===== src/rtl/slot_audio_pkg.sv =====
package slot_audio_pkg;
  localparam int FRAME_BITS = 256;
  localparam int POS_W      = $clog2(FRAME_BITS);
  localparam int NUM_CH     = 6;
  localparam int CH_W       = 3;
  localparam int LEN_W      = 6;
  localparam int ONE_SLOT   = 24;
  localparam int TDM_SLOT   = 32;

  typedef struct packed {
    logic             first;    // first bit of a slot
    logic             shift;    // bit lies inside the kept length
    logic             done;     // last kept bit, and the frame is running
    logic [CH_W-1:0]  chan;     // channel index of the slot
    logic [LEN_W-1:0] lenBits;  // effective kept length
  } sadCtl_t;
endpackage


===== src/rtl/slot_audio_ctrl.sv =====
module slot_audio_ctrl
  import slot_audio_pkg::*;
(
  input  logic       clk,
  input  logic       rstN,
  input  logic       lrck,
  input  logic       modeTdm,
  input  logic [2:0] lenSel,
  output sadCtl_t    ctl,
  output logic       frameErr
);
  localparam logic [POS_W-1:0] HALF_POS = POS_W'(FRAME_BITS / 2);

  logic             lrckQ, tdmArm, locked, run, errQ;
  logic [POS_W-1:0] cnt, nextCnt, idx, syncIdx;
  logic             syncNow, mismatch, runEff;
  logic [LEN_W-1:0] lenBits;
  logic [6:0]       off;
  logic [CH_W-1:0]  slot;
  logic [LEN_W-1:0] bitPos;
  logic             inSlot;

  // length decode, clamped to the slot width in split-frame mode
  always_comb begin
    case (lenSel)
      3'd0:    lenBits = LEN_W'(16);
      3'd1:    lenBits = LEN_W'(18);
      3'd2:    lenBits = LEN_W'(20);
      3'd3:    lenBits = LEN_W'(24);
      default: lenBits = LEN_W'(32);
    endcase
    if (!modeTdm && lenBits > LEN_W'(ONE_SLOT)) lenBits = LEN_W'(ONE_SLOT);
  end

  // frame position tracking
  always_comb begin
    syncNow  = modeTdm ? tdmArm : (lrck != lrckQ);
    syncIdx  = (modeTdm || lrck) ? '0 : HALF_POS;
    nextCnt  = cnt + 1'b1;
    idx      = syncNow ? syncIdx : nextCnt;
    mismatch = syncNow && (nextCnt != syncIdx);
    if (syncNow && syncIdx == '0) runEff = 1'b1;
    else if (mismatch)            runEff = 1'b0;
    else                          runEff = run;
  end

  // slot decode for the bit captured now
  always_comb begin
    off    = idx[6:0];
    slot   = '0;
    bitPos = '0;
    inSlot = 1'b0;
    if (modeTdm) begin
      slot   = idx[7:5];
      bitPos = LEN_W'(idx[4:0]);
      inSlot = slot < CH_W'(NUM_CH);
    end else if (off < 7'd24) begin
      slot = 3'd0; bitPos = LEN_W'(off); inSlot = 1'b1;
    end else if (off < 7'd48) begin
      slot = 3'd1; bitPos = LEN_W'(off - 7'd24); inSlot = 1'b1;
    end else if (off < 7'd72) begin
      slot = 3'd2; bitPos = LEN_W'(off - 7'd48); inSlot = 1'b1;
    end
  end

  always_comb begin
    ctl.first   = inSlot && (bitPos == '0);
    ctl.shift   = inSlot && (bitPos < lenBits);
    ctl.done    = inSlot && runEff && (bitPos == lenBits - 1'b1);
    ctl.chan    = (!modeTdm && idx[7]) ? slot + 3'd3 : slot;
    ctl.lenBits = lenBits;
  end

  always_ff @(posedge clk) begin
    if (!rstN) begin
      lrckQ  <= 1'b0;
      tdmArm <= 1'b0;
      cnt    <= '1;
      locked <= 1'b0;
      run    <= 1'b0;
      errQ   <= 1'b0;
    end else begin
      lrckQ  <= lrck;
      tdmArm <= modeTdm && lrck && !lrckQ;
      cnt    <= idx;
      run    <= runEff;
      if (syncNow)            locked <= 1'b1;
      if (mismatch && locked) errQ   <= 1'b1;
    end
  end

  assign frameErr = errQ;

  a_r9_err_sticky: assert property (@(posedge clk) disable iff (!rstN)
    frameErr |=> frameErr);
  a_r8_quiet_before_sync: assert property (@(posedge clk) disable iff (!rstN)
    !locked |-> !ctl.done);
  a_r6_done_in_length: assert property (@(posedge clk) disable iff (!rstN)
    ctl.done |-> ctl.shift && (ctl.chan < CH_W'(NUM_CH)));
endmodule


===== src/rtl/slot_audio_dp.sv =====
module slot_audio_dp
  import slot_audio_pkg::*;
#(
  parameter int OUT_W = 32
) (
  input  logic              clk,
  input  logic              rstN,
  input  logic              sdin,
  input  sadCtl_t           ctl,
  output logic [OUT_W-1:0]  outData,
  output logic [NUM_CH-1:0] outValid,
  output logic              frameStart
);
  logic [OUT_W-1:0] acc, word;

  assign word = {acc[OUT_W-2:0], sdin};

  always_ff @(posedge clk) begin
    if (!rstN) begin
      acc        <= '0;
      outData    <= '0;
      outValid   <= '0;
      frameStart <= 1'b0;
    end else begin
      if (ctl.first)      acc <= OUT_W'(sdin);
      else if (ctl.shift) acc <= word;
      if (ctl.done) begin
        outData    <= word << (OUT_W - int'(ctl.lenBits));
        outValid   <= NUM_CH'(1) << ctl.chan;
        frameStart <= (ctl.chan == '0);
      end else begin
        outValid   <= '0;
        frameStart <= 1'b0;
      end
    end
  end

  a_r6_onehot: assert property (@(posedge clk) disable iff (!rstN)
    $onehot0(outValid));
  a_r7_start_with_a1: assert property (@(posedge clk) disable iff (!rstN)
    frameStart |-> outValid[0]);
  a_r5_zero_tail: assert property (@(posedge clk) disable iff (!rstN)
    ctl.done |=> ((outData << $past(ctl.lenBits)) == '0));
  a_r6_strobe_follows_done: assert property (@(posedge clk) disable iff (!rstN)
    ctl.done |=> (outValid != '0));
endmodule


===== src/rtl/slot_audio_rx.sv =====
module slot_audio_rx
  import slot_audio_pkg::*;
#(
  parameter int OUT_W = 32
) (
  input  logic              clk,
  input  logic              rstN,
  input  logic              lrck,
  input  logic              sdin,
  input  logic              modeTdm,
  input  logic [2:0]        lenSel,
  output logic [OUT_W-1:0]  outData,
  output logic [NUM_CH-1:0] outValid,
  output logic              frameStart,
  output logic              frameErr
);
  sadCtl_t ctl;

  slot_audio_ctrl u_ctrl (
    .clk      (clk),
    .rstN     (rstN),
    .lrck     (lrck),
    .modeTdm  (modeTdm),
    .lenSel   (lenSel),
    .ctl      (ctl),
    .frameErr (frameErr)
  );

  slot_audio_dp #(.OUT_W(OUT_W)) u_dp (
    .clk        (clk),
    .rstN       (rstN),
    .sdin       (sdin),
    .ctl        (ctl),
    .outData    (outData),
    .outValid   (outValid),
    .frameStart (frameStart)
  );
endmodule


===== config.mk =====
export PLATFORM = sky130hd
export DESIGN_NAME = slot_audio_rx
export DESIGN_NICKNAME = d
export VERILOG_FILES = /design/src/rtl/slot_audio_pkg.sv /design/src/rtl/slot_audio_ctrl.sv /design/src/rtl/slot_audio_dp.sv /design/src/rtl/slot_audio_rx.sv
export SDC_FILE = /design/constraint.sdc
export NUM_CORES = 1
export LEC_CHECK = 0
export BUFFER_PORTS_ARGS = -buffer_cell sky130_fd_sc_hd__buf_2
export CAP_MARGIN = 0
export CORE_AREA = 2 2 118 120
export DETAILED_ROUTE_END_ITERATION = 7
export DIE_AREA = 0 0 120 122
export PLACE_DENSITY = 0.64
export SLEW_MARGIN = 20
export SYNTH_ARGS = -nofsm -noshare
export SYNTH_HDL_FRONTEND = slang
export SYNTH_SLANG_ARGS = --single-unit
export TNS_END_PERCENT = 30

===== constraint.sdc =====
create_clock -name clk -period 5.33 [get_ports clk]
set_input_delay 0.7995 -clock clk [delete_from_list [all_inputs] [get_ports clk]]
set_output_delay 0.7995 -clock clk [all_outputs]
set_load 0.03 [all_outputs]

# [Word-level counts from Yosys, hierarchy flattened]
# Index checks and enable logic that the tools add are counted.
[classes] n_eq_ne=6 n_addsub=6 n_reduce_logical=21 magnitude_cmp=6 n_shift=2 bitwise=1 mux=22
[op_table] cell="$shl A32 B32 Y32" n=1
[op_table] cell="$mux W6" n=5
[op_table] cell="$pmux W6 S4" n=1
[op_table] cell="$mux W8" n=2
[op_table] cell="$mux W3" n=4
[op_table] cell="$logic_and A1 B1 Y1" n=11
[op_table] cell="$mux W1" n=9
[op_table] cell="$add A8 B1 Y8 const B" n=1
[op_table] cell="$logic_not A8 Y1" n=1
[op_table] cell="$ne A8 B8 Y1" n=1
[op_table] cell="$lt A7 B5 Y1 const B" n=1
[op_table] cell="$lt A7 B6 Y1 const B" n=1
[op_table] cell="$lt A7 B7 Y1 const B" n=1
[op_table] cell="$sub A6 B6 Y7 const A" n=1
[op_table] cell="$eq A3 B2 Y1 const B" n=2
[op_table] cell="$eq A6 B6 Y1" n=1
[op_table] cell="$gt A6 B5 Y1 const B" n=1
[op_table] cell="$logic_not A3 Y1" n=2
[op_table] cell="$logic_not A6 Y1" n=1
[op_table] cell="$lt A6 B6 Y1" n=1
[op_table] cell="$shl A1 B3 Y6 const A" n=1
[op_table] cell="$sub A6 B1 Y6 const B" n=1
[op_table] cell="$sub A6 B5 Y6 const B" n=1
[op_table] cell="$sub A6 B6 Y6 const B" n=1
[op_table] cell="11 further kinds" n=12
[word_totals] regBits=83 in_bits=8

# [Logic depth before layout (Yosys ltp)]
[logic_depth] word_depth=12 depth_mapped=21 ltp_nobuf=19

# [By module]
# Synthesis repeated with hierarchy kept, for this count alone.
[unflattened] cells_unflattened=611 area_unflattened_um2=5649.2
[modules_own_cells] module="slot_audio_dp" instances=1 cells_each=435 area_per_inst_um2=4300.4
[modules_own_cells] module="slot_audio_ctrl" instances=1 cells_each=176 area_per_inst_um2=1348.8

# [Worst setup path after synthesis]
# OpenSTA, ideal clock, no wires.
[synth_timing] kind="input-to-reg" start="in modeTdm" end="reg u_dp.outValid[2]" setup_time_ps=87 path_stages=15 path_buffers=1 path_slack_ps=1315 required_ps=5243 arrival_time_ps=3927 cell_sequence="and2b_1 > o21ba_2 > clkbuf_1 > nor2_1 > inv_1 > ha_1 > nand3_1 > nand2_1 > nand3_1 > ha_1 > nor4_1 > o2111ai_1 > or3_4 > or2_4 > nor4b_2"
[synth_between] elab_chain_len=10 elab_cells_between_ends=40
[synth_lines] element="from (decl)" line_no="slot_audio_rx.sv:10" source="input logic modeTdm,"
[synth_lines] element="$mux W1 (*)" line_no="slot_audio_ctrl.sv:37" source="syncNow = modeTdm ? tdmArm : (lrck != lrckQ);"
[synth_lines] element="$mux W8 (*)" line_no="slot_audio_ctrl.sv:40" source="idx = syncNow ? syncIdx : nextCnt;"
[synth_lines] element="net u_ctrl.idx[4]" line_no="slot_audio_ctrl.sv:15" source="logic [POS_W-1:0] cnt, nextCnt, idx, syncIdx;"
[synth_lines] element="$lt A7 B7 Y1 or $sub A6 B6 Y6 (tied branches)" line_no="slot_audio_ctrl.sv:61, slot_audio_ctrl.sv:62"
[synth_lines] element="$mux W2, or another cell as far along" line_no="slot_audio_ctrl.sv:61" source="end else if (off < 7'd72) begin"
[synth_lines] element="$mux W3, or another cell as far along" line_no="slot_audio_ctrl.sv:59" source="end else if (off < 7'd48) begin"
[synth_lines] element="$mux W3, or another cell as far along" line_no="slot_audio_ctrl.sv:57" source="end else if (off < 7'd24) begin"
[synth_lines] element="$mux W3, or another cell as far along" line_no="slot_audio_ctrl.sv:53" source="if (modeTdm) begin"
[synth_lines] element="$add A3 B2 Y3, or another cell as far along" line_no="slot_audio_ctrl.sv:70" source="ctl.chan = (!modeTdm && idx[7]) ? slot + 3'd3 : slot;"
[synth_lines] element="$mux W3 or $logic_and A1 B1 Y1 (tied branches)" line_no="slot_audio_ctrl.sv:70, slot_audio_ctrl.sv:69"
[synth_lines] element="$shl A1 B3 Y6 or $reduce_and A2 Y1 (tied branches)"
[synth_lines] element="to (signal assigned)" line_no="slot_audio_dp.sv:29" source="outValid <= NUM_CH'(1) << ctl.chan;"
[synth_lines] element="to (decl)" line_no="slot_audio_dp.sv:11" source="output logic [NUM_CH-1:0] outValid,"
# The timed path passes the listed nets; every way through them passes the cells marked *.
# A chain may end at the register's enable or synchronous reset.

# [Worst setup path after layout]
[layout_timing] start="reg u_ctrl.cnt[0]" end="reg u_dp.outValid[5]"
[layout_between] elab_chain_len=10 elab_cells_between_ends=32
[layout_lines] element="from (decl)" line_no="slot_audio_ctrl.sv:15"
[layout_lines] element="from (signal assigned)" line_no="slot_audio_ctrl.sv:85" source="cnt <= idx;"
[layout_lines] element="$add A8 B1 Y8 (*)" line_no="slot_audio_ctrl.sv:39" source="nextCnt = cnt + 1'b1;"
[layout_lines] element="$mux W8 (*)" line_no="slot_audio_ctrl.sv:40"
[layout_lines] element="net u_ctrl.idx[4]" line_no="slot_audio_ctrl.sv:15"
[layout_lines] element="$lt A7 B7 Y1 or $sub A6 B6 Y6 (tied branches)" line_no="slot_audio_ctrl.sv:61, slot_audio_ctrl.sv:62"
[layout_lines] element="$mux W2, or another cell as far along" line_no="slot_audio_ctrl.sv:61"
[layout_lines] element="$mux W3, or another cell as far along" line_no="slot_audio_ctrl.sv:59"
[layout_lines] element="$mux W3, or another cell as far along" line_no="slot_audio_ctrl.sv:57"
[layout_lines] element="$mux W3, or another cell as far along" line_no="slot_audio_ctrl.sv:53"
[layout_lines] element="$add A3 B2 Y3, or another cell as far along" line_no="slot_audio_ctrl.sv:70"
[layout_lines] element="$mux W3 or $logic_and A1 B1 Y1 (tied branches)" line_no="slot_audio_ctrl.sv:70, slot_audio_ctrl.sv:69"
[layout_lines] element="$shl A1 B3 Y6 or $reduce_and A2 Y1 (tied branches)"
# Marks and branches as above.

==> summary.md <==
| Metric | Value |
|---|---|
| Yosys reg bits | 83 |
| Post-CTS Setup Bufs | 0 |
| Post-route ant nets | 0 |
| Placer Congestion | 0.895 |
| Hold crit path type | reg2reg |
| Initial antenna violation count | 0 |
| Die area | 0.0146 sq mm |
| Worst ir drop on vdd | 0.000165 V |
| Fill cells | 1324 |
| Area grow syn2layout | 12.5% |
| Max Fclk | 216 MHz |
| Die width | 120 um |
| DR WL/cell | 16.7 um |
| Placed insts | 795 |
| H-Tree Level Count | 3 |
| Post-Syn Area | 0.00523 sq mm |
| Ant. Diodes | 0 |
| Crit-path max FO | 12 |
| # rows | 43 |
| Clock Tree Root | clkbuf_16 |
| Fin Setup TNS | 0 ps |
| Yosys Warn Count | 0 |
| Synthesized net count | 619 |
| DRT Pass-1 Iters | 5 |
| Clock transition at the registers of the reported paths | 70 ps |
| Crit. End Element | register |
| Gr usage total | 18.6% |
| CTS Sinks | 83 |
| Tot Pwr | 1.71 mW |
| Final setup viols | 0 |
| Nets | 645 |
| Detailed Route Iter0 Violations | 381 |
| Syn Area/Cell | 8.71 sq um |
| Fin cells | 811 |
| Most used DFF post-synth | dfxtp_1 |
| PwrDens | 290 mW/mm^2 |
| First-pass GRT wire length | 21700 um |
| Slew @ Worst Pin | 955 ps |
| I/O Pins | 48 |
| Via count | 4599 |
| Die Height | 122 um |
| Fin Clk Skew | 8.78 ps |
| Launching element type of the critical path | register |
| CTS tree | built |
| Number of global-route vias before repair | 4229 |
| Hold-fix buffer count after cts | 0 |
| Clock Path Buffers | 2 |
| I/O Buffers | 47 |
| Layout cell share with drive strength beyond 1 | 16.6% |
| Synthesized instance count | 600 |
| Core box area | 0.0135 sq mm |
| Result of the run | finished, final reports clean |
| CTS-repair resized insts | 0 |
| Final hold violation count | 0 |
| Post-synth cell types | 66 |
| EDFF count, synth | 0 |
| Most frequent cells in the layout | mux2i_1 (101), dfxtp_1 (83), nand2_1 (71) |
| Drt total wl | 13600 um |
| Clock latency on the worst-skew pair | 350 ps |
| Commonest non-fill, non-tap cell in the layout | mux2i_1 |
| Data required, critical path | 5590 ps |
| Post-DP HPWL | 10300 um |
| CP arrival | 4890 ps |
| P_leak | 2.41 nW |
| Minimum clock period | 4630 ps |
| Total gr overflow | 0 |
| TritonCTS buffer count | 9 |
| Fin crit share | 86.8% |
| Residual DRC | 0 |
| Max cap viols | 0 |
| Slew HR | 36.3% |
| RSZ-0062 raised after global routing | false |
| Async SR Flop Fraction | 0% |
| Max Slew Vio Count | 0 |
| Critical path class | reg2reg |
| Starting Density | 38.7% |
| Post-synthesis sequential area ratio | 31.8% |
| Pin count of the biggest net entering global routing | 56 |
| Via density per instance | 5.67 |
==> cells in the mapped netlist, types with 4 or more instances <==
master	count	area, sq um
and2_1	9	56.3
or3_1	5	31.3
or2_2	4	25.0
mux2i_1	101	1010
o31a_1	8	70.1
nor2_1	58	218
buf_2	10	50.1
a31oi_1	4	25.0
nand4_1	14	87.6
inv_1	9	33.8
xnor2_1	4	35.0
mux4_2	8	180
o21ai_0	28	140
clkbuf_1	27	101
xor2_1	7	61.3
o31ai_1	6	45.0
nor3_1	9	45.0
a211oi_1	5	37.5
o22ai_1	14	87.6
o211ai_1	4	30.0
a21oi_1	24	120
nand3_1	12	60.1
nand2b_1	4	25.0
nand2_1	71	267
ha_1	11	138
dfxtp_1	83	1660
==> flip-flops by register name, indices dropped and copies added (netlist names), 6 cells and up <==
signal and flops:
u_ctrl.cnt 8, u_dp.outData 32, u_dp.acc 31, u_dp.outValid 6
==> final timing paths <==
| check | start | endpoint | slack, ps | cells after the start |
|---|---|---|---|---|
| worst max-delay path | u_ctrl.cnt[0]$_SDFF_PN1_ | u_dp.outValid[5]$_SDFF_PN0_ | 700 | 15 |
| worst min register to register | u_dp.outData[22]$_SDFFE_PN0N_ | u_dp.outData[22]$_SDFFE_PN0N_ | 450 | 2 |
| worst min-delay path | u_dp.outData[22]$_SDFFE_PN0N_ | u_dp.outData[22]$_SDFFE_PN0N_ | 450 | 2 |
| worst max register to register | u_ctrl.cnt[0]$_SDFF_PN1_ | u_dp.outValid[5]$_SDFF_PN0_ | 700 | 15 |
==> metal layers <==
metal  vias up  routed length, um  GRT usage (%)
met2       111               6380           30.3
met3        21                538           3.00
met4         0                316           8.38
li1       2239                  -              -
met1      2228               6330           24.4
met5         -                  0              0
==> critical path, cell delays in order, from the launching register on <==
cell and delay (ps):
dfxtp_1 550, ha_1 390, nand3_1 170, xor2_1 450
nor2_1 210, inv_1 130, ha_1 200, nand3_1 140
nand2_1 190, nand3_1 110, ha_1 310, nor4_1 360
o2111ai_1 270, or3_4 500, or2_4 290, nor4b_2 250
==> metrics by stage <==
stage / setup WS, ps / cell area [sq um] / hold WS (ps) / utilization (%)
final: 704 / 5880 / 453 / 43.6
after global routing: 324 / 5880 / 476 / 43.6
after CTS: 751 / 5880 / 456 / 43.6
after detailed placement: 586 / 5610 / 446 / 41.5
after global placement: 708 / 5610 / 440 / 41.5
after floorplan: 1320 / 5230 / 440 / -
==> area by class of cell <==
| type | instances | area [sq um] | area share, % |
|---|---|---|---|
| clock buffers | 10 | 229 | 3.89 |
| well taps | 180 | 225 | 3.83 |
| clock inverters | 6 | 48.8 | 0.829 |
| inverters | 9 | 33.8 | 0.574 |
| flip-flops and latches | 83 | 1660 | 28.2 |
| repair buffers | 58 | 318 | 5.40 |
| multi-input cells | 465 | 3370 | 57.2 |
==> cells by family (layout without fill, tap and decap cells) <==
| group | Yosys count | in the layout | share of synthesized area [%] |
|---|---|---|---|
| AND/OR/NAND/NOR | 215 | 215 | 21.2 |
| AO/OA/AOI/OAI | 116 | 116 | 14.6 |
| multiplexers | 110 | 110 | 23.0 |
| flip-flops | 83 | 83 | 31.8 |
| buffers and inverters | 52 | 83 | 4.35 |
| adder cells (fa/ha/maj) | 12 | 12 | 2.82 |
| XOR/XNOR | 12 | 12 | 2.27 |
==> report_power, final <==
group	switching (mW)	internal (mW)	total, mW
sequential	0.0224	0.634	0.656
combinational	0.291	0.175	0.467
clock	0.266	0.320	0.586
Note: power is estimated with default switching activity, not from simulation.
